File: src/rtl/cfg_port_pkg.sv
package cfg_port_pkg;

    localparam int unsigned BYTES  = 4;
    localparam int unsigned DW     = 8 * BYTES;
    localparam logic [15:0] IDX_PORT = 16'h0CF8;
    localparam logic [15:0] WIN_PORT = 16'h0CFC;

    typedef enum logic [1:0] {
        SZ_BYTE  = 2'd0,
        SZ_WORD  = 2'd1,
        SZ_DWORD = 2'd2,
        SZ_DWALT = 2'd3
    } io_size_e;

    typedef struct packed {
        logic             we;
        logic [7:0]       bus;
        logic [7:0]       devfn;
        logic [9:0]       dword;
        logic [BYTES-1:0] be;
        logic [1:0]       lane;
        logic [DW-1:0]    wdata;
        logic [DW-1:0]    rmask;
    } cfg_txn_t;

    function automatic logic [1:0] lane_of(io_size_e sz, logic [1:0] lo);
        case (sz)
            SZ_BYTE: return lo;
            SZ_WORD: return {lo[1], 1'b0};
            default: return 2'b00;
        endcase
    endfunction

    function automatic logic [BYTES-1:0] be_of(io_size_e sz, logic [1:0] lo);
        case (sz)
            SZ_BYTE: return 4'b0001 << lane_of(sz, lo);
            SZ_WORD: return 4'b0011 << lane_of(sz, lo);
            default: return 4'b1111;
        endcase
    endfunction

    function automatic logic [DW-1:0] mask_of(io_size_e sz);
        case (sz)
            SZ_BYTE: return 32'h0000_00FF;
            SZ_WORD: return 32'h0000_FFFF;
            default: return 32'hFFFF_FFFF;
        endcase
    endfunction

endpackage

File: src/rtl/cfg_index_reg.sv
module cfg_index_reg
    import cfg_port_pkg::*;
(
    input  logic             clk,
    input  logic             rst,
    input  logic             wr_en,
    input  logic [BYTES-1:0] wr_be,
    input  logic [DW-1:0]    wr_data,
    input  logic             sel_wr,
    input  logic             sel_val,
    output logic [DW-1:0]    idx_q,
    output logic             sel_q
);

    always_ff @(posedge clk) begin
        if (rst) begin
            idx_q <= '0;
            sel_q <= 1'b0;
        end else begin
            if (wr_en) begin
                for (int i = 0; i < BYTES; i++) begin
                    if (wr_be[i]) idx_q[8*i +: 8] <= wr_data[8*i +: 8];
                end
            end
            if (sel_wr) sel_q <= sel_val;
        end
    end

    // a mode select alone never alters the index register
    a_r3_select_keeps_index: assert property (@(posedge clk) disable iff (rst)
        (sel_wr && !wr_en) |=> $stable(idx_q));

    // bytes without enable keep their value
    a_r2_unaddressed_bytes: assert property (@(posedge clk) disable iff (rst)
        (wr_en && !wr_be[0]) |=> $stable(idx_q[7:0]));

endmodule

File: src/rtl/cfg_win_fsm.sv
module cfg_win_fsm
    import cfg_port_pkg::*;
#(
    parameter int unsigned TIMEOUT = 16
) (
    input  logic          clk,
    input  logic          rst,
    input  logic          start,
    input  cfg_txn_t      txn_in,
    input  logic          cfg_ack,
    input  logic [DW-1:0] cfg_rdata,
    output logic          cfg_req,
    output cfg_txn_t      txn_q,
    output logic          done,
    output logic [DW-1:0] rdata
);

    localparam int unsigned CW = $clog2(TIMEOUT) + 1;
    localparam logic [CW-1:0] LAST = CW'(TIMEOUT - 1);

    typedef enum logic {W_IDLE, W_WAIT} wstate_e;

    wstate_e       state;
    logic [CW-1:0] cnt;
    logic          expire;

    assign expire  = (cnt == LAST);
    assign cfg_req = (state == W_WAIT);

    always_ff @(posedge clk) begin
        if (rst) begin
            state <= W_IDLE;
            cnt   <= '0;
            done  <= 1'b0;
            rdata <= '0;
            txn_q <= '0;
        end else begin
            done <= 1'b0;
            case (state)
                W_IDLE: begin
                    if (start) begin
                        txn_q <= txn_in;
                        cnt   <= '0;
                        state <= W_WAIT;
                    end
                end
                W_WAIT: begin
                    if (cfg_ack) begin
                        done  <= 1'b1;
                        rdata <= (cfg_rdata >> {txn_q.lane, 3'b000}) & txn_q.rmask;
                        state <= W_IDLE;
                    end else if (expire) begin
                        done  <= 1'b1;
                        rdata <= '1;
                        state <= W_IDLE;
                    end else begin
                        cnt <= cnt + 1'b1;
                    end
                end
                default: state <= W_IDLE;
            endcase
        end
    end

    // request held until acknowledged or expired
    a_r8_req_held: assert property (@(posedge clk) disable iff (rst)
        (cfg_req && !cfg_ack && !expire) |=> (cfg_req && $stable(txn_q)));

    // completion follows acknowledge by one cycle
    a_r8_done_after_ack: assert property (@(posedge clk) disable iff (rst)
        (cfg_req && cfg_ack) |=> (done && !cfg_req));

    // the wait counter never passes the limit
    a_r9_timeout_bounded: assert property (@(posedge clk) disable iff (rst)
        cfg_req |-> (cnt <= LAST));

endmodule

File: src/rtl/cfg_index_port.sv
module cfg_index_port
    import cfg_port_pkg::*;
#(
    parameter int unsigned TIMEOUT = 16
) (
    input  logic        clk,
    input  logic        rst,
    input  logic        io_req,
    input  logic [15:0] io_addr,
    input  logic [1:0]  io_size,
    input  logic        io_we,
    input  logic [31:0] io_wdata,
    output logic        io_busy,
    output logic        io_done,
    output logic [31:0] io_rdata,
    output logic        cfg_req,
    output logic        cfg_we,
    output logic [7:0]  cfg_bus,
    output logic [7:0]  cfg_devfn,
    output logic [9:0]  cfg_dword,
    output logic [3:0]  cfg_be,
    output logic [31:0] cfg_wdata,
    input  logic        cfg_ack,
    input  logic [31:0] cfg_rdata
);

    io_size_e      sz;
    logic [1:0]    lane;
    logic          accept, hit_idx, hit_win, is_sel, win_open;
    logic [DW-1:0] idx_q;
    logic          sel_q;
    cfg_txn_t      txn_new, txn_q;
    logic          win_done;
    logic [DW-1:0] win_rdata;
    logic          loc_done;
    logic [DW-1:0] loc_rdata;

    assign sz       = io_size_e'(io_size);
    assign lane     = lane_of(sz, io_addr[1:0]);
    assign accept   = io_req && !io_busy;
    assign hit_idx  = accept && (io_addr[15:2] == IDX_PORT[15:2]);
    assign hit_win  = accept && (io_addr[15:2] == WIN_PORT[15:2]);
    assign is_sel   = hit_idx && io_we && (sz == SZ_BYTE) && (io_addr[1:0] == 2'd3);
    assign win_open = idx_q[31] && sel_q;

    cfg_index_reg u_idx (
        .clk     (clk),
        .rst     (rst),
        .wr_en   (hit_idx && io_we && !is_sel),
        .wr_be   (be_of(sz, io_addr[1:0])),
        .wr_data (io_wdata << {lane, 3'b000}),
        .sel_wr  (is_sel),
        .sel_val (io_wdata[7:0] == 8'h01),
        .idx_q   (idx_q),
        .sel_q   (sel_q)
    );

    always_comb begin
        txn_new.we    = io_we;
        txn_new.bus   = idx_q[23:16];
        txn_new.devfn = idx_q[15:8];
        txn_new.dword = {idx_q[27:24], idx_q[7:2]};
        txn_new.be    = be_of(sz, io_addr[1:0]);
        txn_new.lane  = lane;
        txn_new.wdata = io_wdata << {lane, 3'b000};
        txn_new.rmask = mask_of(sz);
    end

    cfg_win_fsm #(.TIMEOUT(TIMEOUT)) u_win (
        .clk       (clk),
        .rst       (rst),
        .start     (hit_win && win_open),
        .txn_in    (txn_new),
        .cfg_ack   (cfg_ack),
        .cfg_rdata (cfg_rdata),
        .cfg_req   (cfg_req),
        .txn_q     (txn_q),
        .done      (win_done),
        .rdata     (win_rdata)
    );

    // Local completions: index register accesses and closed-window accesses
    always_ff @(posedge clk) begin
        if (rst) begin
            loc_done  <= 1'b0;
            loc_rdata <= '0;
        end else begin
            loc_done  <= hit_idx || (hit_win && !win_open);
            loc_rdata <= hit_idx ? ((idx_q >> {lane, 3'b000}) & mask_of(sz)) : '1;
        end
    end

    assign io_busy   = cfg_req;
    assign io_done   = loc_done | win_done;
    assign io_rdata  = win_done ? win_rdata : loc_rdata;
    assign cfg_we    = txn_q.we;
    assign cfg_bus   = txn_q.bus;
    assign cfg_devfn = txn_q.devfn;
    assign cfg_dword = txn_q.dword;
    assign cfg_be    = txn_q.be;
    assign cfg_wdata = txn_q.wdata;

    // a closed window never launches a request
    a_r7_closed_no_req: assert property (@(posedge clk) disable iff (rst)
        (hit_win && !win_open) |=> !cfg_req);

    // an open window access raises the request next cycle
    a_r8_req_next: assert property (@(posedge clk) disable iff (rst)
        (hit_win && win_open) |=> cfg_req);

    // any request carries at least one enabled byte
    a_r5_be_nonzero: assert property (@(posedge clk) disable iff (rst)
        cfg_req |-> (cfg_be != 4'b0000));

    // a local completion is due one cycle after acceptance
    a_r12_local_done: assert property (@(posedge clk) disable iff (rst)
        hit_idx |=> io_done);

    // completions only follow a decoded access
    a_r10_no_spurious_done: assert property (@(posedge clk) disable iff (rst)
        (!hit_idx && !hit_win && !cfg_req) |=> !io_done);

endmodule

File: config.mk
export PLATFORM = sky130hd
export DESIGN_NAME = cfg_index_port
export DESIGN_NICKNAME = d
export VERILOG_FILES = /design/src/rtl/cfg_port_pkg.sv /design/src/rtl/cfg_index_reg.sv /design/src/rtl/cfg_win_fsm.sv /design/src/rtl/cfg_index_port.sv
export SDC_FILE = /design/constraint.sdc
export NUM_CORES = 1
export LEC_CHECK = 0
export BUFFER_PORTS_ARGS = -buffer_cell sky130_fd_sc_hd__buf_2
export CAP_MARGIN = 40
export CORE_UTILIZATION = 50
export DETAILED_ROUTE_END_ITERATION = 8
export HOLD_SLACK_MARGIN = 0.02
export PLACE_DENSITY = 0.74
export REMOVE_ABC_BUFFERS = 1
export SYNTH_ARGS = -nofsm -noshare
export SYNTH_HDL_FRONTEND = slang
export SYNTH_SLANG_ARGS = --single-unit
File: constraint.sdc
create_clock -name clk -period 4.95 [get_ports clk]
set_clock_uncertainty 0.15 [all_clocks]
set_input_delay 0.495 -clock clk [delete_from_list [all_inputs] [get_ports clk]]
set_output_delay 0.495 -clock clk [all_outputs]
set_load 0.05 [all_outputs]
### Word level (Yosys, flattened, before mapping)

Cells that the tools add are included.

| word-level totals | value |
|---|---|
| register bits | 202 |
| latch bits | 0 |
| memory bits (writable) | 0 |
| ROM bits | 0 |
| output and inout port bits | 98 |
| word-level logic and storage cells | 82 |
| memories | 0 |

| cells by class | value |
|---|---|
| $add $sub $neg | 1 |
| multiply operators | 0 |
| divide/modulo/power cells | 0 |
| $lt $le $gt $ge | 0 |
| eq/ne operators | 9 |
| shifts and indexed selects | 5 |
| mux-type cells | 20 |
| bitwise gates (word level) | 4 |
| reduce and logical (&&, ||, !) cells | 24 |

Operator list:

| operator | count |
|---|---|
| $mux W32 | 5 |
| $and A32 B32 Y32 | 2 |
| $pmux W32 S2 | 1 |
| $shr A32 B5 Y32 | 2 |
| $shl A32 B5 Y32 | 1 |
| $eq A14 B10 Y1 const B | 2 |
| $mux W5 | 3 |
| $reduce_and A2 Y1 | 6 |
| $logic_and A1 B1 Y1 | 10 |
| $pmux W5 S2 | 1 |
| $eq A8 B1 Y1 const B | 1 |
| $pmux W4 S2 | 1 |
| $add A5 B1 Y5 const B | 1 |
| $eq A5 B4 Y1 const B | 1 |
| $mux W1 | 5 |
| $mux W2 | 2 |
| $ne A2 B2 Y1 const B | 2 |
| $pmux W2 S2 | 1 |
| $shl A1 B2 Y4 const A | 1 |
| $shl A2 B2 Y4 const A | 1 |
| $logic_not A1 Y1 | 3 |
| $reduce_and A3 Y1 | 1 |
| $eq A2 B1 Y1 const B | 1 |
| $eq A2 B2 Y1 const B | 1 |
| 8 further kinds | 8 |

### Logic depth before layout (Yosys ltp)

Gate-level depths: netlist of the first run.

| depth | value |
|---|---|
| depth after elaboration | 9 |
| gate-level depth with buffers | 9 |

### By module

Synthesis of the first run repeated with hierarchy kept, for this count alone.

| second synthesis, totals | value |
|---|---|
| cell total of the unflattened synthesis | 1,058 |
| area total of the unflattened synthesis | 9,217.6 um^2 |

Modules (own cells, without submodules):

| module | instances | cells an instance | area each (um^2) | sequential area each (um^2) |
|---|---|---|---|---|
| cfg_win_fsm | 1 | 636 | 5,316.3 | 2,722.6 |
| cfg_index_port | 1 | 272 | 2,392.3 | 660.6 |
| cfg_index_reg | 1 | 150 | 1,508.9 | 660.6 |

### Least setup slack after synthesis of the first run

OpenSTA, ideal clock, no wires.

| timing | value |
|---|---|
| path kind | input to register |
| from | in io_size[0] |
| to | reg loc_rdata[3] |
| setup time | 0.115 ns |
| arrival time | 1.935 ns |
| data required time | 4.685 ns |
| slack | 2.750 ns |
| cell stages on the path | 5 |
| path through | clkbuf_1 nor3b_2 buf_6 mux4_2 o21ba_2 |

| on the way | value |
|---|---|
| longest elaborated chain between the ends | 5 |

Ends and longest elaborated chain:

| element | line | RTL |
|---|---|---|
| start: declaration | cfg_index_port.sv:10 | `input logic [1:0] io_size,` |
| $eq A2 B1 Y1 or $logic_not A2 Y1 (tied branches) | cfg_port_pkg.sv:27 | `case (sz)` |
| $pmux W2 S2 * | cfg_port_pkg.sv:27 |  |
| $shr A32 B5 Y32 * | cfg_index_port.sv:89 | `loc_rdata <= hit_idx ? ((idx_q >> {lane, 3'b000}) & mask_of(sz)) : '1;` |
| $and A32 B32 Y32 * | cfg_index_port.sv:89 |  |
| $mux W32 * | cfg_index_port.sv:89 |  |
| end signal: assignment | cfg_index_port.sv:89 |  |
| end: declaration | cfg_index_port.sv:36 | `logic [DW-1:0] loc_rdata;` |

Mark *: on every way between the ends. The rest lies on a longest branch, timed or not.
A chain may end at the register's enable or synchronous reset.

### Worst setup path after layout of the first run

| timing | value |
|---|---|
| from | reg u_win.state (netlist: u_win.cfg_req) |
| to | reg u_idx.sel_q |

| on the way | value |
|---|---|
| longest elaborated chain between the ends | 6 |

Ends and longest elaborated chain:

| element | line | RTL |
|---|---|---|
| start: declaration | cfg_win_fsm.sv:23 | `wstate_e state;` |
| start signal: assignment | cfg_win_fsm.sv:32 | `state <= W_IDLE;` |
| start signal: assignment | cfg_win_fsm.sv:44 | `state <= W_WAIT;` |
| start signal: assignment | cfg_win_fsm.sv:51 | `state <= W_IDLE;` |
| $logic_not A1 Y1 | cfg_index_port.sv:40 | `assign accept = io_req && !io_busy;` |
| $logic_and A1 B1 Y1 | cfg_index_port.sv:40 |  |
| $logic_and A1 B1 Y1 | cfg_index_port.sv:41 | `assign hit_idx = accept && (io_addr[15:2] == IDX_PORT[15:2]);` |
| $logic_and A1 B1 Y1 (3 in series) | cfg_index_port.sv:43 | `assign is_sel = hit_idx && io_we && (sz == SZ_BYTE) && (io_addr[1:0] == 2'd3);` |
| end signal: assignment | cfg_index_reg.sv:25 | `if (sel_wr) sel_q <= sel_val;` |
| end: declaration | cfg_index_reg.sv:12 | `output logic sel_q` |

No other way between the ends.

==> impl_metrics.csv, run 1 <==
group,metric,value,unit
status,status,"finished, final reports clean",
finish,finalCoreUtilization,0.583,
worst_setup_path,crit_path_start_kind,"flip-flop",
synth,syn_area,8720,sq um
global_routing,grt.total_usage,0.272,
global_routing,antenna_found_initial,0,
sta,hold_viol,0,
power_and_ir_drop,p_sw_frac,0.238,
placement,placed_area,9220,sq um
cts,clockBufferDepth,2,
hold_path,min_from,"io_we",
hold_path,hold_end,"u_win.txn_q[96]$_SDFFE_PP0P_",
worst_setup_path,required,5.13,ns
cts,cts_tree,"built",
placement,dp_hpwl,16300,um
cts,cts_max_level,4,
routing,vias_per_cell,6.02,
synth,synth-compound-area-share,0.200,
cts,clk_latency,0.43,ns
cts,postCtsHoldBufs,0,
worst_setup_path,timing.rr.end,"u_idx.sel_q$_SDFFE_PP0P_",
power_and_ir_drop,pwr-share-comb,0.090,
sta,fin_crit_sh,0.561,
power_and_ir_drop,seq_power_share,0.470,
routing,drtPass1Iterations,5,
sta,rsz0062_at_grt,"false",
hold_path,min_path_type,"in -> reg",
synth,avgSynthCellArea,8.94,sq um
synth,yosys.area_share.adder,0.00287,
die,core,16800,sq um
finish,drive_above_1_share,0.313,
cts,numCtsBuffers,17,
finish,synthToLayoutAreaGrowth,12.4,%
job,drv_cap,0,
synth,synthTopCellsByArea,"dfxtp_1 40%, a21oi_1 8.3%, mux2_2 7.2%, mux4_2 5.7%, buf_4 5.4%",
power_and_ir_drop,intPower,0.00229,W
cts,clkSlewWorstSetupHoldPaths,0.06,ns
synth,synth_top_family_by_area,"compound AO/OA/AOI/OAI gates",
global_routing,grt_pass1_vias,7076,
synth,yosysSeqAreaShare,0.397,
sta,relSlewSlack,0.449,
sta,setup_viol,0,
hold_path,min_path_cells,3,
power_and_ir_drop,clockPowerShare,0.440,
synth,synth-xor-area-share,0.00201,
synth,syn_inst,975,
synth,synth_warnings,0,
die,dieArea,18000,sq um
die,pin_count,185,
synth,synth.distinct_cells,49,
routing,vias,7627,
worst_setup_path,cp_max_fo,50,
worst_setup_path,critPathArrivalTime,2.96,ns
die,rows,47,
sta,setup_tns,0,ns
die,die_height,134,um
routing,drc,0,
sta,fmax,360,MHz
synth,yosys.area_share.simple,0.147,
worst_setup_path,timing.rr.start,"u_win.cfg_req$_SDFF_PP0_",
cts,cts.sinks,173,
placement,gp_congestion,0.847,
die,start_util,0.518,
power_and_ir_drop,switchingPower,0.000714,W
finish,fin_cells,1266,
finish,final_nets,1122,
routing,drt_iter0_drc,780,
worst_setup_path,critPathCaptureType,"flip-flop",
finish,fin_area,9800,sq um
placement,dp_cells,1234,
sta,drv_slew,0,
synth,synth.area.mux_share,0.146,
routing,post_drt_wl_per_cell,19.3,um
die,die_x,134,um
sta,period_minus_slack,2.78,ns
synth,yosys.area.top_type,"dfxtp_1",
cts,post_cts_buffers,0,
sta,worst_pin_slew,0.826,ns
routing,ant_nets,0,
power_and_ir_drop,cellPowerDensity,306,nW/um^2
sta,hold_ws,0.218,ns
power_and_ir_drop,p_leak,3.66,nW
global_routing,grt_first_pass_wirelength,38500,um
synth,synth_top_cell_area_share,0.397,
finish,final_common_cell,"buf_2",
placement,port_buffers,184,
routing,finalWirelength,24400,um
finish,antennaDiodeCount,0,
worst_setup_path,rrSetupSlack,2.17,ns
cts,cts_resized,0,
cts,cts_root_buf,"clkbuf_16",
finish,fillers,1506,
synth,ys_ff_latch,173,
worst_setup_path,reg2reg_depth,5,
power_and_ir_drop,ir_drop,270,uV
finish,final_cell_mix,"183 x buf_2, 172 x dfxtp_1, 145 x a21oi_1",
global_routing,gr-total-overflow,0,
worst_setup_path,crit_type,"reg -> reg",
global_routing,grt_start_max_net_pins,111,
==> layout make-up <==
| cell class | count | area, sq um | area share |
|---|---|---|---|
| multi-input combinational | 636 | 4370 | 0.446 |
| inverter | 4 | 15.0 | 0.00153 |
| clock inverter | 4 | 50.0 | 0.00511 |
| sequential | 173 | 3460 | 0.353 |
| tap | 220 | 275 | 0.0281 |
| timing repair buffer | 201 | 1090 | 0.111 |
| clock buffer | 28 | 537 | 0.0548 |
==> flip-flops by register name, indices dropped and copies added (netlist names) <==
signal	count
u_win.done	1
u_idx.idx_q	32
u_win.cnt	5
u_win.rdata	32
loc_rdata	32
u_win.cfg_req	1
u_win.txn_q	68
u_idx.sel_q	1
loc_done	1
==> how the worst max path moves through the flow <==
stage / start / endpoint / slack, ns / cells past startpoint
after global placement: io_addr[13] / loc_rdata[2]$_SDFF_PP0_ / 1.90 / 6
after global routing: u_win.cfg_req$_SDFF_PP0_ / u_idx.sel_q$_SDFFE_PP0P_ / 2.01 / 5
after CTS: u_win.cfg_req$_SDFF_PP0_ / u_idx.sel_q$_SDFFE_PP0P_ / 2.19 / 5
final: u_win.cfg_req$_SDFF_PP0_ / u_idx.sel_q$_SDFFE_PP0P_ / 2.17 / 5
after detailed placement: io_addr[13] / u_idx.sel_q$_SDFFE_PP0P_ / 1.87 / 6
after floorplan: u_win.cfg_req$_SDFF_PP0_ / loc_rdata[10]$_SDFF_PP0_ / 1.32 / 4
==> cells by family after synthesis <==
logic type               after synthesis
AO/OA/AOI/OAI                        301
XOR/XNOR                               2
adder cells (fa/ha/maj)                2
buffers and inverters                166
flip-flops                           173
multiplexers                          89
AND/OR/NAND/NOR                      242
==> critical path, cell delays in order (launching register included) <==
cell and delay (ns):
dfxtp_1 0.35, and4b_1 0.37, nand4_4 0.47, buf_4 0.49, or3_1 0.54, o31ai_1 0.30
==> synthesized netlist by cell type, drive strengths merged <==
| master | number |
|---|---|
| nor2 | 38 |
| and2 | 3 |
| a21o | 12 |
| dfxtp | 173 |
| or2 | 2 |
| a211oi | 20 |
| nor2b | 12 |
| and2b | 4 |
| mux2i | 9 |
| or3b | 1 |
| and4 | 1 |
| nor4 | 2 |
| ha | 2 |
| nand3b | 2 |
| nand4 | 33 |
| and4b | 1 |
| o21ai | 63 |
| nor4b | 1 |
| o211ai | 3 |
| xor2 | 2 |
| nor3 | 38 |
| a31oi | 19 |
| o41ai | 1 |
| o2bb2ai | 8 |
| o21ba | 6 |
| o31ai | 16 |
| mux4 | 24 |
| inv | 4 |
| or3 | 1 |
| nor3b | 3 |
| nand2 | 39 |
| nor4bb | 2 |
| and3 | 4 |
| a22oi | 8 |
| nand4b | 1 |
| mux2 | 56 |
| a21oi | 145 |
| buf | 97 |
| clkbuf | 65 |
| nand3 | 48 |
| nand2b | 6 |
==> power by group through the flow <==
stage	Combinational (W)	Clock, W	Sequential, W
global route	0.000285	0.00139	0.00141
detailed placement	0.000265	0	0.00144
finish	0.000270	0.00132	0.00141
CTS	0.000266	0.00133	0.00141
global placement	0.000263	0	0.00144
floorplan	0.000145	0	0.00144
==> metal layers <==
layer  track usage  vias to the layer above  wire length (um)  part of all wire
met1         0.384                     3560             11100              0.45
met5             0                        -                 0                 0
met2         0.417                      416             10900              0.45
li1              -                     3614                 -                 -
met4        0.0943                        0               383             0.016
met3        0.0506                       37              2040             0.084
==> through the flow <==
stage	total power (W)	setup WS [ns]
final	0.00300	2.17
after global routing	0.00309	2.01
after CTS	0.00301	2.19
after detailed placement	0.00171	1.87
after global placement	0.00171	1.90
after floorplan	0.00158	1.32
(Power assumes the default switching activity.)
==> run 2, diff against run 1 <==
Settings changed: PLACE_DENSITY 0.74 to 0.77.
Clock period 4.95 ns to 2.55 ns, I/O delays scaled along.
==> run 2 against run 1 <==
Clock power is 120% higher. Via count is 4.0% higher. Worst setup slack worse by 1.8 ns. Critical endpoint is now io_rdata[8].
==> impl_metrics.csv, run 2 (synthesis gave the netlist of run 1 again) <==
group,metric,value,unit
hold_path,min_from,"cfg_ack",
finish,top_register,"u_win.txn_q",
cts,post_cts_buffers,0,
finish,largest_reg_flops,68,
sta,fmax,460,MHz
routing,post_drt_wl_per_cell,19.1,um
worst_setup_path,cpPeakStageDelay,0.41,ns
cts,cts_tree,"built",
die,die_height,134,um
placement,dp_slack,0.345,ns
global_routing,grt_start_max_net_pins,93,
hold_path,min_path_cells,4,
placement,dp_cells,1252,
status,status,"finished, final reports clean",
finish,final_cell_mix,"183 x buf_2, 173 x dfxtp_1, 145 x a21oi_1",
power_and_ir_drop,total_power,0.00625,W
sta,relSlewSlack,0.500,
sta,setup_tns,0,ns
routing,drc,0,
finish,synthToLayoutAreaGrowth,16.8,%
cts,numCtsBuffers,17,
power_and_ir_drop,ir_drop,514,uV
finish,fin_cells,1301,
die,start_util,0.518,
sta,setup_viol,0,
cts,clk_latency,0.44,ns
placement,dp_hpwl,17000,um
sta,setup_slack,0.376,ns
cts,clkSlewWorstSetupHoldPaths,0.06,ns
finish,final_common_cell,"buf_2",
routing,vias_per_cell,6.10,
sta,worst_pin_slew,0.748,ns
power_and_ir_drop,p_leak,3.85,nW
finish,finalCoreUtilization,0.605,
global_routing,antenna_found_initial,0,
worst_setup_path,crit_path_start_kind,"flip-flop",
sta,rsz0062_at_grt,"false",
worst_setup_path,crit_type,"reg -> out",
routing,drt_iter0_drc,874,
routing,ant_nets,0,
worst_setup_path,cp_cell_sequence,"buf_4 > mux2_2 > buf_2",
routing,drtPass1Iterations,6,
worst_setup_path,cp_max_fo,33,
sta,fin_crit_sh,0.852,
routing,finalWirelength,24800,um
global_routing,grt_pass1_vias,7327,
job,drv_cap,0,
global_routing,grt.total_usage,0.277,
cts,cts.sinks,173,
cts,cts_max_level,4,
routing,vias,7933,
worst_setup_path,crit_path_top_delay_cell,"mux2_2",
die,rows,47,
cts,clockBufferDepth,2,
global_routing,grt_first_pass_wirelength,39300,um
worst_setup_path,critPathCaptureType,"primary output",
die,dieArea,18000,sq um
cts,cts_resized,0,
sta,hold_viol,0,
die,die_x,134,um
hold_path,min_path_type,"in -> reg",
worst_setup_path,critPathArrivalTime,1.77,ns
die,pin_count,185,
placement,gp_congestion,0.849,
finish,drive_above_1_share,0.321,
power_and_ir_drop,cellPowerDensity,614,nW/um^2
sta,drv_slew,0,
placement,port_buffers,184,
finish,fillers,1462,
finish,final_nets,1156,
cts,cts_root_buf,"clkbuf_16",
sta,period_minus_slack,2.17,ns
worst_setup_path,crit_path_start,"u_win.done$_SDFF_PP0_",
global_routing,gr-total-overflow,0,
worst_setup_path,required,2.14,ns
worst_setup_path,rrSetupSlack,0.38,ns
worst_setup_path,timing.rr.start,"u_win.cnt[0]$_SDFFE_PP0P_",
die,core,16800,sq um
worst_setup_path,reg2reg_depth,7,
[run 2: changes by cell type in the layout (fill, tap and decap cells not counted), sizes merged]
cell,before,now
buf,201,219
inv,4,6
clkinv,1,4
clkbuf,28,18
dlygate4sd3,0,16
diode,0,1
bufinv,1,6
[run 2: area by class of cell]
type	instances	area (sq um)	share of cell area
Inverter	4	15.0	0.00147
Tap cell	220	275	0.0270
Multi-Input combinational cell	636	4370	0.429
Sequential cell	173	3460	0.340
Antenna cell	1	2.50	0.000246
Clock inverter	14	240	0.0236
Clock buffer	18	429	0.0421
Timing Repair Buffer	235	1380	0.136
[run 2: worst paths after layout]
check                            endpoint
max                           io_rdata[8]
min             u_win.cnt[1]$_SDFFE_PP0P_
max reg2reg     u_win.cnt[3]$_SDFFE_PP0P_
min reg2reg  u_win.txn_q[39]$_SDFFE_PP0P_
[run 2: metal layers]
metal  vias to the layer above  track usage  wire, um
li1                       3686            -         -
met1                      3741        0.386     10700
met2                       459        0.429     11400
met3                        47       0.0627      2320
met4                         0       0.0737       355
met5                         -            0         0
[run 2: repair_timing]
item / 4_1_cts / 5_1_grt
hold buffers: 16 / 0
setup endpoints to repair: 0 / 0
endpoints found under the hold margin: 16 / 0
[run 2: power breakdown]
| part | total, W | internal, W | switching, W |
|---|---|---|---|
| combinational | 0.000560 | 0.000213 | 0.000347 |
| sequential | 0.00274 | 0.00273 | 0.0000108 |
| clock | 0.00295 | 0.00184 | 0.00111 |
| total | 0.00625 | 0.00478 | 0.00147 |
[run 2: critical path, delay by kind of cell (launching register included)]
family | cells | cell delay [ns]
buffers and inverters | 2 | 0.61
flip-flops | 1 | 0.31
multiplexers | 1 | 0.41
[run 2: through the flow]
stage	hold slack [ns]	area, sq um
floorplan	0.174	7820
global placement	0.300	9350
detailed placement	0.313	9350
CTS	0.0339	10200
global route	0.0414	10200
finish	0.0436	10200
